**src/rtl/pfs_pkg.sv**
```systemverilog
// Shared types for the PLL loop-filter sweep controller.
// Assumes: quality encoding is fixed at 2 bits (none, robust, marginal).
package pfs_pkg;
    typedef enum logic [1:0] {PS_IDLE, PS_ASK, PS_GAP} pfs_state_e;

    localparam logic [1:0] Q_NONE = 2'd0;
    localparam logic [1:0] Q_BEST = 2'd1;
    localparam logic [1:0] Q_CRIT = 2'd2;
endpackage

```
**src/rtl/pfs_probe_sel.sv**
```systemverilog
// Maps a probe index to the feedback divider under test.
// Index 0 is the nominal N; 1..SPAN are N-SPAN..N-1; SPAN+1..2*SPAN are N+1..N+SPAN.
// Assumes: the caller keeps N-SPAN and N+SPAN inside the W-bit range (no wrap handling).
module pfs_probe_sel #(
    parameter int W    = 8,
    parameter int SPAN = 3,
    parameter int IW   = 3
) (
    input  logic [W-1:0]  n_base,
    input  logic [IW-1:0] idx,
    output logic [W-1:0]  n_probe
);
    localparam logic [W-1:0] SPAN_W  = W'(SPAN);
    localparam logic [W-1:0] SPAN_P1 = W'(SPAN + 1);

    logic [W-1:0] idx_w;
    assign idx_w = W'(idx);

    // Select nominal, lower or upper neighbour divider.
    always_comb begin
        if (idx_w == '0)
            n_probe = n_base;
        else if (idx_w <= SPAN_W)
            n_probe = n_base - (SPAN_P1 - idx_w);
        else
            n_probe = n_base + (idx_w - SPAN_W);
    end
endmodule

```
**src/rtl/pfs_seq.sv**
```systemverilog
// Sequencer for the filter sweep: issues one check at a time, ranks each
// filter code by nominal and neighbour results, and holds the final result.
// Assumes: chk_ack is a one-cycle pulse answering the current request.
module pfs_seq
    import pfs_pkg::*;
#(
    parameter int          W        = 8,
    parameter int          NUM_FILT = 8,
    parameter int          FLT_LSB  = 3,
    parameter logic [W-1:0] KEEP    = 8'h47,
    parameter int          SPAN     = 3,
    parameter int          IW       = 3,
    parameter int          SW       = 3
) (
    input  logic          clk,
    input  logic          rst_n,
    input  logic          start,
    input  logic [W-1:0]  m_in,
    input  logic [W-1:0]  n_in,
    input  logic [W-1:0]  p_in,
    input  logic          ack,
    input  logic          pass,
    output logic          busy,
    output logic          ask,
    output logic [IW-1:0] idx,
    output logic [W-1:0]  m_r,
    output logic [W-1:0]  n_r,
    output logic [W-1:0]  p_cur,
    output logic [W-1:0]  p_out,
    output logic [1:0]    quality,
    output logic          ok,
    output logic          done
);
    localparam logic [IW-1:0] LAST_IDX  = IW'(2 * SPAN);
    localparam logic [SW-1:0] LAST_STEP = SW'(NUM_FILT - 1);
    localparam logic [W-1:0]  STEP_INC  = W'(1) << FLT_LSB;

    pfs_state_e    state;
    logic [SW-1:0] step;
    logic [W-1:0]  p_bak;
    logic          nbr_fail;
    logic [W-1:0]  bak_nx;
    logic [1:0]    qual_nx;

    assign busy = (state != PS_IDLE);
    assign ask  = (state == PS_ASK);

    // Fallback and quality as they stand after the current response.
    always_comb begin
        nbr_fail = (idx != '0) && !pass;
        bak_nx   = nbr_fail ? p_cur  : p_bak;
        qual_nx  = nbr_fail ? Q_CRIT : quality;
    end

    // Sweep state, probe position and result registers.
    always_ff @(posedge clk) begin
        if (!rst_n) begin
            state   <= PS_IDLE;
            idx     <= '0;
            step    <= '0;
            m_r     <= '0;
            n_r     <= '0;
            p_cur   <= '0;
            p_bak   <= '0;
            p_out   <= '0;
            quality <= Q_NONE;
            ok      <= 1'b0;
            done    <= 1'b0;
        end else begin
            done <= 1'b0;
            case (state)
                PS_IDLE: begin
                    if (start) begin
                        m_r     <= m_in;
                        n_r     <= n_in;
                        p_cur   <= p_in & KEEP;
                        p_bak   <= p_in;
                        quality <= Q_NONE;
                        ok      <= 1'b0;
                        idx     <= '0;
                        step    <= '0;
                        state   <= PS_ASK;
                    end
                end
                PS_ASK: begin
                    if (ack) begin
                        if (pass && idx == LAST_IDX) begin
                            quality <= Q_BEST;
                            p_out   <= p_cur;
                            ok      <= 1'b1;
                            done    <= 1'b1;
                            state   <= PS_IDLE;
                        end else if (pass) begin
                            idx   <= idx + 1'b1;
                            state <= PS_GAP;
                        end else if (step == LAST_STEP) begin
                            quality <= qual_nx;
                            p_bak   <= bak_nx;
                            p_out   <= bak_nx;
                            ok      <= (qual_nx == Q_CRIT);
                            done    <= 1'b1;
                            state   <= PS_IDLE;
                        end else begin
                            quality <= qual_nx;
                            p_bak   <= bak_nx;
                            p_cur   <= p_cur + STEP_INC;
                            step    <= step + 1'b1;
                            idx     <= '0;
                            state   <= PS_GAP;
                        end
                    end
                end
                default: state <= PS_ASK;
            endcase
        end
    end
endmodule

```
**src/rtl/pll_filter_sweep.sv**
```systemverilog
// Top of the PLL loop-filter sweep controller: joins the sequencer and the
// probe divider selector and optionally drives a PLL hold during the sweep.
// Assumes: one lock qualifier on the check port; HOLD_EN=0 ties pll_hold low.
module pll_filter_sweep #(
    parameter int           W        = 8,
    parameter int           NUM_FILT = 8,
    parameter int           FLT_LSB  = 3,
    parameter logic [W-1:0] KEEP     = 8'h47,
    parameter int           SPAN     = 3,
    parameter bit           HOLD_EN  = 1'b1
) (
    input  logic         clk,
    input  logic         rst_n,
    input  logic         start,
    input  logic [W-1:0] m_in,
    input  logic [W-1:0] n_in,
    input  logic [W-1:0] p_in,
    input  logic         chk_ack,
    input  logic         chk_pass,
    output logic         chk_req,
    output logic [W-1:0] chk_m,
    output logic [W-1:0] chk_n,
    output logic [W-1:0] chk_p,
    output logic         pll_hold,
    output logic [W-1:0] p_out,
    output logic [1:0]   quality,
    output logic         done,
    output logic         ok
);
    localparam int IW = $clog2(2 * SPAN + 1);
    localparam int SW = (NUM_FILT > 1) ? $clog2(NUM_FILT) : 1;

    logic          busy;
    logic [IW-1:0] idx;
    logic [W-1:0]  n_r;

    pfs_seq #(
        .W(W), .NUM_FILT(NUM_FILT), .FLT_LSB(FLT_LSB), .KEEP(KEEP),
        .SPAN(SPAN), .IW(IW), .SW(SW)
    ) u_seq (
        .clk(clk), .rst_n(rst_n), .start(start),
        .m_in(m_in), .n_in(n_in), .p_in(p_in),
        .ack(chk_ack), .pass(chk_pass),
        .busy(busy), .ask(chk_req), .idx(idx),
        .m_r(chk_m), .n_r(n_r), .p_cur(chk_p),
        .p_out(p_out), .quality(quality), .ok(ok), .done(done)
    );

    pfs_probe_sel #(.W(W), .SPAN(SPAN), .IW(IW)) u_probe (
        .n_base(n_r), .idx(idx), .n_probe(chk_n)
    );

    generate
        if (HOLD_EN) begin : g_hold
            assign pll_hold = busy;
        end else begin : g_nohold
            assign pll_hold = 1'b0;
        end
    endgenerate
endmodule

```
**config.mk**
```make
export PLATFORM = sky130hd
export DESIGN_NAME = pll_filter_sweep
export DESIGN_NICKNAME = d
export VERILOG_FILES = /design/src/rtl/pfs_pkg.sv /design/src/rtl/pfs_probe_sel.sv /design/src/rtl/pfs_seq.sv /design/src/rtl/pll_filter_sweep.sv
export SDC_FILE = /design/constraint.sdc
export NUM_CORES = 1
export LEC_CHECK = 0
export ABC_AREA = 0
export CORE_UTILIZATION = 45
export DETAILED_ROUTE_END_ITERATION = 7
export PLACE_DENSITY = 0.74
export SLEW_MARGIN = 20
export SYNTH_ARGS = -nofsm -noshare
export SYNTH_HDL_FRONTEND = slang
export SYNTH_SLANG_ARGS = --single-unit
export TNS_END_PERCENT = 20
```
**constraint.sdc**
```tcl
create_clock -name clk -period 4 [get_ports clk]
set_input_delay 1.2 -clock clk [delete_from_list [all_inputs] [get_ports clk]]
set_output_delay 1.2 -clock clk [all_outputs]
set_load 0.02 [all_outputs]
```
# After elaboration in Yosys (flattened, before gate mapping)
# Index checks and enable logic that the tools add are counted.
dict set report totals {
  register_bits 52
  in_bits 29
  elab_cells 99
}
dict set report op_classes {
  n_addsub 7
  order_cmp 1
  n_eq_ne 13
  muxes 49
  reduce_logical 18
}
# cell n
set op_table {}
lappend op_table {{$mux W8} 15}
lappend op_table {{$pmux W8 S2} 2}
lappend op_table {{$mux W3} 9}
lappend op_table {{$mux W2} 10}
lappend op_table {{$reduce_and A5 Y1} 3}
lappend op_table {{$pmux W3 S2} 2}
lappend op_table {{$ne A2 B2 Y1 const B} 5}
lappend op_table {{$add A8 B4 Y8 const B} 1}
lappend op_table {{$add A8 B8 Y8} 1}
lappend op_table {{$logic_not A8 Y1} 1}
lappend op_table {{$mux W1} 8}
lappend op_table {{$pmux W2 S2} 2}
lappend op_table {{$reduce_and A4 Y1} 2}
lappend op_table {{$sub A8 B8 Y8} 1}
lappend op_table {{$add A3 B1 Y3 const B} 2}
lappend op_table {{$eq A3 B3 Y1 const B} 2}
lappend op_table {{$reduce_and A6 Y1} 1}
lappend op_table {{$reduce_bool A2 Y1} 3}
lappend op_table {{$reduce_and A2 Y1} 2}
lappend op_table {{$sub A3 B2 Y4 const B} 1}
lappend op_table {{$sub A3 B3 Y4 const A} 1}
lappend op_table {{$le A3 B2 Y1 const B} 1}
lappend op_table {{$ne A3 B1 Y1 const B} 1}
lappend op_table {{$ne A3 B2 Y1 const B} 1}
lappend op_table {{10 further kinds} 11}

# Longest topological paths before layout
# Gate-level depths: netlist of run 1.
dict set report depth {
  depth_word 9
  depth_mapped 12
  mapped_depth_nobuf 12
}

# Cells and area by module
# Synthesis of run 1 repeated with hierarchy kept, for this count alone.
dict set report hier_totals {
  cells_unflattened 358
  hier_area_um2 2896.5
}
# mod instances cells_each area_each_um2 seq_area_each_um2
set by_module_without_submodules {}
lappend by_module_without_submodules {pfs_seq 1 281 2347.3 1041.0}
lappend by_module_without_submodules {pfs_probe_sel 1 77 549.3 0.0}

# Least setup slack after synthesis of run 1
# OpenSTA, ideal clock, no wires.
dict set report synth_path {
  kind {reg2out}
  startpoint {reg u_seq.idx[2]}
  endpoint {out chk_n[7]}
  arrival_time_ps 3026
  t_required_ps 2800
  slack_ps -226
  stages_incl_launch_ff 13
  n_path_buf 0
  cell_sequence {dfxtp_1 -> inv_1 -> ha_1 -> or3_1 -> ha_1 -> inv_1 -> o21ai_0 -> ha_1 -> nand4_1 -> a21oi_1 -> or3_1 -> a21oi_1 -> xor2_1}
}
dict set report synth_between {
  elab_chain_cells 4
  word_cells_on_any_way 8
}
# item line_no
set synth_lines {}
lappend synth_lines {{from (decl)} pfs_seq.sv:25} ;# output logic [IW-1:0] idx,
lappend synth_lines {{from (signal assigned)} pfs_seq.sv:94} ;# idx <= idx + 1'b1;
lappend synth_lines {{$sub A3 B2 Y4 / $sub A3 B3 Y4 (equally long branches)} {pfs_probe_sel.sv:26, pfs_probe_sel.sv:24}}
lappend synth_lines {{$add A8 B8 Y8 / $sub A8 B8 Y8 (equally long branches)} {pfs_probe_sel.sv:26, pfs_probe_sel.sv:24}}
lappend synth_lines {{$mux W8} pfs_probe_sel.sv:23} ;# else if (idx_w <= SPAN_W)
lappend synth_lines {{$mux W8 *} pfs_probe_sel.sv:21} ;# if (idx_w == '0)
lappend synth_lines {{to (decl)} pll_filter_sweep.sv:22} ;# output logic [W-1:0] chk_n,
# Mark *: on every way between the ends. The rest lies on a longest branch, timed or not.

# Worst setup path in the final report of run 1
dict set report layout_path {
  startpoint {reg u_seq.idx[0]}
  endpoint {out chk_n[7]}
}
# Same word-level chain as after synthesis.

==> results of run 1 <==
where the power goes:
group / internal (W) / switching, W / leakage (nW)
Combinational: 0.000127 / 0.000131 / 1.21
Sequential: 0.000541 / 0.0000228 / 0.426
Clock: 0.000119 / 0.000164 / 0.0410
logic make-up (layout without fill, tap and decap cells):
kind of cell / Yosys count / in the layout
AO/OA/AOI/OAI: 89 / 89
AND/OR/NAND/NOR: 120 / 120
multiplexers: 14 / 14
XOR/XNOR: 11 / 11
buffers and inverters: 30 / 106
adder cells (fa/ha/maj): 18 / 18
flip-flops: 52 / 52
critical path: stages (launching register included):
cell and delay, ps:
sky130_fd_sc_hd__dfxtp_4 370, sky130_fd_sc_hd__ha_4 160, sky130_fd_sc_hd__ha_4 200, sky130_fd_sc_hd__or3_4 380
sky130_fd_sc_hd__ha_4 280, sky130_fd_sc_hd__inv_4 30, sky130_fd_sc_hd__o21ai_4 140, sky130_fd_sc_hd__ha_4 230
sky130_fd_sc_hd__nand4_1 90, sky130_fd_sc_hd__a21oi_2 40, sky130_fd_sc_hd__or3_1 390, sky130_fd_sc_hd__a21oi_2 180
sky130_fd_sc_hd__xor2_2 130, sky130_fd_sc_hd__buf_4 150
layout make-up:
type                       instances  area, um^2  share of cell area
tap                               77       96.34             0.02435
clock buffer                       6       72.57             0.01834
multi-input combinational        252        1881              0.4753
clock inverter                     1       5.005            0.001265
timing repair buffer              88       808.3              0.2043
inverter                          11       43.79             0.01107
sequential                        52        1050              0.2653
cell usage after synthesis (8+ instances only):
cell	instances
sky130_fd_sc_hd__mux2i_1	12
sky130_fd_sc_hd__inv_1	10
sky130_fd_sc_hd__o211a_1	17
sky130_fd_sc_hd__a21boi_0	17
sky130_fd_sc_hd__nor2b_1	8
sky130_fd_sc_hd__o22ai_1	8
sky130_fd_sc_hd__nand2_1	69
sky130_fd_sc_hd__nor2_1	10
sky130_fd_sc_hd__o21ai_0	14
sky130_fd_sc_hd__a21oi_1	9
sky130_fd_sc_hd__dfxtp_1	52
sky130_fd_sc_hd__ha_1	17
path summary, 6_finish.rpt:
kind                        to  slack, ps          from
setup / recovery      chk_n[7]       -280  u_seq.idx[0]
hold / removal    u_seq.n_r[0]        470  u_seq.n_r[0]
setup reg to reg      u_seq.ok       1610  u_seq.idx[0]
hold reg to reg   u_seq.n_r[0]        470  u_seq.n_r[0]
timing repair:
| item | in CTS | in global routing |
|---|---|---|
| setup endpoints to repair | 7 | 6 |
| gates resized for setup | 35 | 10 |
| pin swaps | 10 | 9 |
| buffers inserted | 1 | 0 |
state kept, by name, indices dropped and copies added (netlist names):
signal / count
u_seq.p_bak: 8
u_seq.p_cur: 8
u_seq.done: 1
u_seq.n_r: 8
u_seq.m_r: 8
u_seq.p_out: 8
u_seq.state: 2
u_seq.quality: 2
u_seq.idx: 3
u_seq.ok: 1
u_seq.step: 3
per-stage QoR:
stage	hold WS (ps)	power, W	instances	cell area [um^2]	utilization
4_1_cts	471.2	0.001111	487	3908	0.6189
2_1_floorplan	443.5	0.0007237	334	2960	-
5_1_grt	494.9	0.001163	487	3956	0.6266
3_5_place_dp	458.7	0.0008276	479	3774	0.5977
6_report	467.1	0.001105	487	3956	0.6266
3_3_place_gp	450.7	0.0008223	479	3774	0.5977
metal layers:
metal,track usage,wire (um)
met1,0.2704,3232
met2,0.3566,3330
met3,0.05275,326
met4,0.07759,130
met5,0,0
==> summary.md, run 1 <==
| Metric | Value |
|---|---|
| Result of the run | finished, violations left |
| Violations in the final reports | negative setup slack |
| Total negative slack for setup checks | -645.3 ps |
| Highest-count cells in the layout ignoring fill and taps | 69 x sky130_fd_sc_hd__nand2_1, 59 x sky130_fd_sc_hd__clkdlybuf4s50_1, 49 x sky130_fd_sc_hd__dfxtp_1, 24 x sky130_fd_sc_hd__buf_4 |
| Count of H-tree levels built during CTS | 2 |
| Highest clock frequency the design can meet | 233.6 MHz |
| Worst-path fanout max | 4 |
| Overall fraction of global-route tracks in use | 0.2155 |
| Area inside the core boundary | 6314 um^2 |
| Antenna viol nets, final | 0 |
| Worst setup skew after layout | 6.538 ps |
| TritonCTS Buffers | 5 |
| EDFF count, synth | 0 |
| Synthesized cell area | 2928 um^2 |
| Type of element capturing the critical path | primary output |
| Antenna cells | 0 |
| Y dimension of the die | 82.66 um |
| Synth Warn # | 0 |
| Ratio of final minimum period to clock period | 1.070 |
| Setup slack at placement | -523.7 ps |
| Root Buffer | sky130_fd_sc_hd__clkbuf_8 |
| Xor and xnor fraction of the mapped netlist area | 0.03291 |
| Post-synthesis sequential area ratio | 0.3556 |
| Required @ worst endpoint | 2800 ps |
| Main combinational cell family by area after synthesis | compound AO/OA/AOI/OAI gates |
| Synthesized flop and latch total | 52 |
| Synthesized net count | 381 |
| Post-synthesis adder-cell area fraction | 0.07949 |
| Max-Slew Margin vs Limit | 0.5310 |
| Pin count of the biggest net entering global routing | 52 |
| Kind of launch point of the worst setup path | flip-flop |
| Hold Path Depth | 2 |
| Chip width | 82.66 um |
| Total number of vias | 2639 |
| Routability congestion estimate | 0.8646 |
| Wirelength per Cell | 14.41 um |
| # setup viols final | 4 |
| Mean instance size in the synthesized netlist | 8.766 um^2 |
| Length of the first detailed-routing pass in iterations | 4 |
| Worst supply voltage drop on vdd | 0.2420 mV |
| Count of unique library cells instantiated by Yosys | 54 |
| Starting density of the core | 0.4637 |
| Most frequent standard cell in the layout excluding fill and tap cells | sky130_fd_sc_hd__nand2_1 |
| Final count of pins violating max slew | 0 |
| Clock Sinks | 52 |
| Drt drc | 0 |
| Via/cell ratio | 5.419 |
| Path category of the worst min-delay check | flip-flop to flip-flop |
| Antenna violations before repair | 0 |
| Die Area | 6833 um^2 |
| Sum of net half-perimeters after detailed placement | 4.868 mm |
| Data arrival time of the critical path | 3080 ps |
| RSZ-0062 raised after global routing | true |
| Worst-path clk slew | 90 ps |
| Insertion delay to the later sink of the worst-skew pair | 300 ps |
| Congestion Overflow GR | 0 |
| Total of hold buffers inserted after clock tree synthesis | 0 |
| Cell types with the largest area share after synthesis | sky130_fd_sc_hd__dfxtp_1 36%, sky130_fd_sc_hd__nand2_1 8.8%, sky130_fd_sc_hd__ha_1 7.3%, sky130_fd_sc_hd__o211a_1 5.8%, sky130_fd_sc_hd__a21boi_0 4.4% |
| Floorplan row count | 29 |
| Max clock buf depth | 2 |
| Slew of the pin with the lowest slew margin | 703.4 ps |
| Ports | 67 |
| Detailed router's first-iteration violation count | 55 |
| Number of global-route vias before repair | 2416 |
| Number of buffers inserted by port buffering | 66 |
| Leak Pwr | 1.680 nW |
| Power density over the cells | 279.4 nW/um^2 |
| Worst setup path class | flip-flop to primary output |
| Max-cap violation count | 0 |
| Area Overhead vs Synth | 35.13% |
| CTS tree | yes |
| FILL cells | 564 |
| First-pass GRT wire length | 11.26 mm |
| Area share of the largest cell type after synthesis | 0.3556 |
| Final worst setup slack | -280.7 ps |
| Net count reported at finish | 457 |
| Library cell occupying the most area in the post-synthesis netlist | sky130_fd_sc_hd__dfxtp_1 |
| Post-detailed-routing wire length | 7.019 mm |
| Final critical path time including I/O delays and setup | 4281 ps |
| Layout cells sized above 1 | 0.1732 |
| Synth Area in Compound Gates | 0.2295 |
| Multiplexer area fraction after synthesis | 0.04872 |
| Proportion of synthesized flip-flops having asynchronous set or reset | 0 |
| Flip-flop cell with the highest count after synthesis | sky130_fd_sc_hd__dfxtp_1 |
| Cell count after synthesis | 334 |
| Simple-gate share of the synthesized area | 0.2051 |
| R2r worst-path depth | 8 |
| Final hold violation count | 0 |
(Power assumes the default switching activity.)
==> run 2, diff against run 1 <==
--- a/config.mk
+++ b/config.mk
@@ -6,11 +6,14 @@
 export NUM_CORES = 1
 export LEC_CHECK = 0
 export ABC_AREA = 0
+export CAP_MARGIN = 15
+export CORE_ASPECT_RATIO = 0.6
 export CORE_UTILIZATION = 45
 export DETAILED_ROUTE_END_ITERATION = 7
 export PLACE_DENSITY = 0.74
 export SLEW_MARGIN = 20
 export SYNTH_ARGS = -nofsm -noshare
 export SYNTH_HDL_FRONTEND = slang
+export SYNTH_HIERARCHICAL = 1
 export SYNTH_SLANG_ARGS = --single-unit
 export TNS_END_PERCENT = 20
==> summary.md, run 2 <==
| Metric | Value |
|---|---|
| Wirelength per Cell | 14.81 um |
| Commonest cells in the netlist | 62 x sky130_fd_sc_hd__nand2_1, 52 x sky130_fd_sc_hd__dfxtp_1, 47 x sky130_fd_sc_hd__a21oi_1 |
| RSZ-0062 raised after global routing | true |
| Result of the run | finished, violations left |
| Clock Sinks | 52 |
| Required @ worst endpoint | 2800 ps |
| Cell types with the largest area share after synthesis | sky130_fd_sc_hd__dfxtp_1 36%, sky130_fd_sc_hd__a21oi_1 8.1%, sky130_fd_sc_hd__nand2_1 8.0%, sky130_fd_sc_hd__ha_1 7.8%, sky130_fd_sc_hd__mux2i_1 3.1% |
| Root Buffer | sky130_fd_sc_hd__clkbuf_8 |
| Die Area | 6772 um^2 |
| Most frequent standard cell in the layout excluding fill and tap cells | sky130_fd_sc_hd__nand2_1 |
| Slew of the pin with the lowest slew margin | 720.6 ps |
| Number of global-route vias before repair | 2608 |
| Pin count of the biggest net entering global routing | 27 |
| Data arrival time of the critical path | 3050 ps |
| Worst setup skew after layout | 4.329 ps |
| Proportion of synthesized flip-flops having asynchronous set or reset | 0 |
| Synthesized flop and latch total | 52 |
| CP max stage cell | sky130_fd_sc_hd__dfxtp_4 |
| Total number of vias | 2832 |
| Cell count after synthesis | 358 |
| Overall fraction of global-route tracks in use | 0.2370 |
| Maximum cell stage delay along the critical path | 370 ps |
| Max-Slew Margin vs Limit | 0.5196 |
| Area Overhead vs Synth | 35.16% |
| Crit-path cells | ha_4 -> ha_4 -> or3_4 -> ha_4 -> inv_1 -> o21ai_2 -> ha_4 -> nand4_1 -> a21oi_1 -> or3_1 -> a21oi_2 -> xor2_2 -> buf_6 |
| Antenna viol nets, final | 0 |
| Antenna cells | 0 |
| Flip-flop cell with the highest count after synthesis | sky130_fd_sc_hd__dfxtp_1 |
| Final hold violation count | 0 |
| Congestion Overflow GR | 0 |
| Post-detailed-routing wire length | 7.685 mm |
| # setup viols final | 3 |
| Met2 usage | 0.3438 |
| Family with the most delay on the worst path | adder cells |
| Y dimension of the die | 64.15 um |
| Worst hold slack across all endpoints | 457.4 ps |
| TritonCTS Buffers | 5 |
| CTS tree | yes |
| Max-cap violation count | 0 |
| Drt drc | 0 |
| Worst setup path class | flip-flop to primary output |
| Library cell occupying the most area in the post-synthesis netlist | sky130_fd_sc_hd__dfxtp_1 |
| Worst supply voltage drop on vdd | 0.1419 mV |
| Final count of pins violating max slew | 0 |
| Most used routing layer | met1 |
| Violations in the final reports | negative setup slack |
| Met1 routing resource usage after global routing | 0.3640 |
| Path category of the worst min-delay check | flip-flop to flip-flop |
| Count of unique library cells instantiated by Yosys | 53 |
| Power density over the cells | 282.9 nW/um^2 |
| Worst-path fanout max | 4 |
| Filler-free cell count of the finished design | 519 |
| Synthesized cell area | 2897 um^2 |
| Sum of net half-perimeters after detailed placement | 5.655 mm |
| Starting density of the core | 0.4698 |
| Via/cell ratio | 5.457 |
| Area share of the largest cell type after synthesis | 0.3594 |
| Synth Warn # | 6 |
| Number of buffers inserted by port buffering | 66 |
| Antenna violations before repair | 0 |
| Floorplan row count | 22 |
| Count of H-tree levels built during CTS | 2 |
| EDFF count, synth | 0 |
| Top-count cell post-synth | sky130_fd_sc_hd__nand2_1 |
| Cell total after placement | 512 |
| Count of buffering cells on the critical path with inverters included | 2 |
| Top cell by count, worst path | sky130_fd_sc_hd__ha_4 |
| Final critical path time including I/O delays and setup | 4250 ps |
| Post-synthesis sequential area ratio | 0.3594 |
| Chip width | 105.6 um |
| Synthesized net count | 406 |
| Kind of launch point of the worst setup path | flip-flop |
| Final worst setup slack | -249.7 ps |
| Worst-path clk slew | 90 ps |
| Total of hold buffers inserted after clock tree synthesis | 0 |
| Max clock buf depth | 2 |
| Net count reported at finish | 483 |
| Ports | 67 |
| Detailed router's first-iteration violation count | 210 |
| Type of element capturing the critical path | primary output |
| Leak Pwr | 1.590 nW |
| Routability congestion estimate | 0.8413 |
| Highest-count cells in the layout ignoring fill and taps | 62 x sky130_fd_sc_hd__nand2_1, 59 x sky130_fd_sc_hd__clkdlybuf4s50_1, 49 x sky130_fd_sc_hd__dfxtp_1, 47 x sky130_fd_sc_hd__a21oi_1, 25 x sky130_fd_sc_hd__buf_4 |
| Highest clock frequency the design can meet | 235.3 MHz |
| Ratio of final minimum period to clock period | 1.062 |
| First-pass GRT wire length | 12.76 mm |
| Insertion delay to the later sink of the worst-skew pair | 310 ps |
| Mean instance size in the synthesized netlist | 8.091 um^2 |
| Length of the first detailed-routing pass in iterations | 5 |
| Area inside the core boundary | 6166 um^2 |
| Layout cells sized above 1 | 0.1379 |
| M3 GR Usage | 0.04082 |
==> run 2: final timing paths <==
kind                            cells past startpoint              to    startpoint  slack [ps]
worst max-delay path                               13        chk_n[7]  u_seq/idx[0]        -250
worst min-delay path                                2    u_seq/m_r[1]  u_seq/m_r[1]         460
worst max register to register                      7  u_seq/p_bak[0]  u_seq/idx[0]        1850
worst min register to register                      2    u_seq/m_r[1]  u_seq/m_r[1]         460
==> run 2: per-stage QoR <==
step / instance area (um^2) / setup TNS (ps) / total power [W] / worst slack [ps] / utilization
global route: 3915 / -1107 / 0.001165 / -403.7 / 0.6349
floorplan: 2935 / 0 / 0.0007216 / 12.71 / -
CTS: 3895 / -776.8 / 0.001109 / -323.7 / 0.6317
detailed placement: 3797 / -1614 / 0.0008281 / -502.9 / 0.6159
finish: 3915 / -570.0 / 0.001108 / -249.7 / 0.6349
global placement: 3797 / -1226 / 0.0008225 / -430.7 / 0.6159
==> run 2: timing repair <==
action	in CTS	in global routing
resized for setup	31	5
setup endpoints to repair	6	6
pin swaps	6	4
buffers inserted	0	0
==> run 2: worst min-delay path, cell delays in order, from the launching register on <==
cell                      delay (ps)
sky130_fd_sc_hd__dfxtp_1         320
sky130_fd_sc_hd__nand2_1          50
sky130_fd_sc_hd__a21oi_1          50
==> run 2: where the power goes <==
part	switching (W)	internal [W]	total, W
registers	0.0000217	0.000542	0.000563
logic	0.000134	0.000121	0.000255
clock network	0.000170	0.000120	0.000290
==> run 2: cells by family (layout without fill, tap and decap cells) <==
logic type | Yosys count | count (layout) | synth area share
flip-flops | 52 | 52 | 0.3594
buffers and inverters | 34 | 111 | 0.04838
AO/OA/AOI/OAI | 104 | 104 | 0.2246
AND/OR/NAND/NOR | 131 | 131 | 0.2238
XOR/XNOR | 8 | 8 | 0.02419
adder cells (fa/ha/maj) | 19 | 19 | 0.08467
multiplexers | 10 | 10 | 0.03499
==> run 2: cell type report <==
class	instances	area, um^2
inverters	13	48.80
clock inverters	1	5.005
multi-input cells	272	1799
fillers	537	2251
flip-flops and latches	52	1047
clock buffers	6	72.57
repair buffers	91	837.1
well taps	84	105.1
==> run 2: metal layers <==
layer  wire [um]  vias to the layer above  share of wire
met4          40                        0         0.0052
met2        3086                      107           0.40
met1        4017                     1293           0.52
li1            -                     1427              -
met3         542                        5          0.071
met5           0                        -              0
==> run 3, diff against run 2 <==
--- a/config.mk
+++ b/config.mk
@@ -8,6 +8,7 @@
 export ABC_AREA = 0
 export CAP_MARGIN = 15
 export CORE_ASPECT_RATIO = 0.6
+export CORE_MARGIN = 2
 export CORE_UTILIZATION = 45
 export DETAILED_ROUTE_END_ITERATION = 7
 export PLACE_DENSITY = 0.74
==> constraint.sdc (replaced) <==
create_clock -name clk -period 4 [get_ports clk]
set_input_delay 0.8 -clock clk [delete_from_list [all_inputs] [get_ports clk]]
set_output_delay 0.8 -clock clk [all_outputs]
set_load 0.02 [all_outputs]
==> summary.md, run 3 (synthesis results as in run 2) <==
| Metric | Value |
|---|---|
| Result of the run | finished clean |
| Pin count of the biggest net entering global routing | 27 |
| Net count reported at finish | 483 |
| Chip width | 107.6 um |
| Sum of net half-perimeters after detailed placement | 5.779 mm |
| # setup viols final | 0 |
| Root Buffer | sky130_fd_sc_hd__clkbuf_8 |
| Length of the first detailed-routing pass in iterations | 5 |
| Area Overhead vs Synth | 36.59% |
| Most frequent standard cell in the layout excluding fill and tap cells | sky130_fd_sc_hd__nand2_1 |
| R2r worst-path depth | 8 |
| CTS tree | yes |
| Detailed router's first-iteration violation count | 323 |
| Highest clock frequency the design can meet | 251.4 MHz |
| Antenna cells | 0 |
| Via/cell ratio | 5.669 |
| Post-detailed-routing wire length | 8.399 mm |
| FILL cells | 531 |
| Count of H-tree levels built during CTS | 2 |
| Uppermost layer routed | met4 |
| WL met2 | 3.527 mm |
| Max-Slew Margin vs Limit | 0.4816 |
| Insertion delay to the later sink of the worst-skew pair | 310 ps |
| Ratio of final minimum period to clock period | 0.9943 |
| Worst-path clk slew | 90 ps |
| TritonCTS Buffers | 5 |
| Drt drc | 0 |
| Slew of the pin with the lowest slew margin | 776.1 ps |
| Worst setup skew after layout | 1.879 ps |
| Final count of pins violating max slew | 0 |
| Clock Sinks | 52 |
| Max clock buf depth | 2 |
| Total number of vias | 2948 |
| Hold Path Depth | 2 |
| Ports | 67 |
| Routability congestion estimate | 0.8584 |
| End-of-flow core utilization | 0.6416 |
| Number of global-route vias before repair | 2700 |
| Path category of the worst min-delay check | flip-flop to flip-flop |
| Number of buffers inserted by port buffering | 66 |
| Antenna violations before repair | 0 |
| Worst-path fanout max | 5 |
| Data arrival time of the critical path | 3180 ps |
| Worst supply voltage drop on vdd | 0.1635 mV |
| Wirelength per Cell | 16.15 um |
| Type of element capturing the critical path | primary output |
| Area inside the core boundary | 6166 um^2 |
| Starting density of the core | 0.4698 |
| Die Area | 7116 um^2 |
| Overall fraction of global-route tracks in use | 0.2353 |
| Congestion Overflow GR | 0 |
| Power density over the cells | 288.1 nW/um^2 |
| Layout cells sized above 1 | 0.1353 |
| Floorplan row count | 22 |
| Final critical path time including I/O delays and setup | 3977 ps |
| RSZ-0062 raised after global routing | true |
| Worst setup path class | flip-flop to primary output |
| Worst hold slack across all endpoints | 457.2 ps |
| Wire length on met3 | 800 um |
| Max-cap violation count | 0 |
| Antenna viol nets, final | 0 |
| Required @ worst endpoint | 3200 ps |
| Leak Pwr | 1.586 nW |
| First-pass GRT wire length | 13.21 mm |
| Met1 Routed Length | 3.950 mm |
| Y dimension of the die | 66.15 um |
| Final hold violation count | 0 |
| Kind of launch point of the worst setup path | flip-flop |
| Highest-count cells in the layout ignoring fill and taps | 62 x sky130_fd_sc_hd__nand2_1, 61 x sky130_fd_sc_hd__clkdlybuf4s50_1, 50 x sky130_fd_sc_hd__dfxtp_1, 45 x sky130_fd_sc_hd__a21oi_1, 23 x sky130_fd_sc_hd__buf_4 |
[run 3: cell count changes in the layout (fill, tap and decap cells not counted), sizes merged]
cell	delta
clkbuf	+2
buf	-2
clkdlybuf4s50	+2
dlymetal6s2s	-1
clkinv	-1
dlygate4sd2	+1
[run 3: final cells by class]
type,instances,area [um^2],area share
inverters,13,53.80,0.01360
flip-flops and latches,52,1046,0.2644
repair buffers,91,850.8,0.2151
clock buffers,8,90.09,0.02277
well taps,84,105.1,0.02657
multi-input cells,272,1810,0.4576
[run 3: routing by layer]
layer  global-route usage  up-vias
li1                     -     1424
met1               0.3500     1363
met2               0.3349      143
met3              0.05419       18
met4              0.06891        0
met5                    0        -
[run 3: critical path, cell delays in order, from the launching register on]
cell and delay [ps]:
sky130_fd_sc_hd__dfxtp_4 370, sky130_fd_sc_hd__buf_6 130, sky130_fd_sc_hd__inv_4 60, sky130_fd_sc_hd__ha_4 190, sky130_fd_sc_hd__or3_4 380, sky130_fd_sc_hd__ha_4 250, sky130_fd_sc_hd__inv_2 50, sky130_fd_sc_hd__o21ai_2 70
sky130_fd_sc_hd__ha_4 300, sky130_fd_sc_hd__buf_6 90, sky130_fd_sc_hd__a21o_1 130, sky130_fd_sc_hd__a21oi_2 60, sky130_fd_sc_hd__or4b_4 550, sky130_fd_sc_hd__nand3_2 110, sky130_fd_sc_hd__buf_6 120
[run 3: path summary, 6_finish.rpt]
kind | from | to | slack [ps]
max reg2reg | u_seq/idx[0] | u_seq/p_bak[0] | 1770
min | u_seq/m_r[1] | u_seq/m_r[1] | 460
min reg2reg | u_seq/m_r[1] | u_seq/m_r[1] | 460
max | u_seq/idx[0] | chk_n[6] | 20
[run 3: power by group]
part	switching (W)	internal (W)	total, W
logic	0.000140	0.000122	0.000262
registers	0.0000222	0.000542	0.000564
clock network	0.000172	0.000142	0.000314
total	0.000335	0.000805	0.00114
[run 3: repair_timing]
item                                    CTS  global route
gates resized for setup                  22            21
hold buffers                              0             0
pin swaps                                 3            13
endpoints found under the setup margin    5             4
setup buffers                             0             6
[run 3: per-stage QoR]
step | instance area (um^2) | total power (W) | std cells | setup TNS [ps] | setup slack (ps)
after floorplan | 2897 | 0.0007214 | 358 | 0 | 155.2
after global placement | 3714 | 0.0008188 | 506 | -252.2 | -145.7
after detailed placement | 3714 | 0.0008243 | 506 | -591.9 | -278.2
after CTS | 3805 | 0.001132 | 514 | -137.9 | -95.89
after global routing | 3956 | 0.001196 | 520 | -146.1 | -60.08
final | 3956 | 0.001140 | 520 | 0 | 22.93
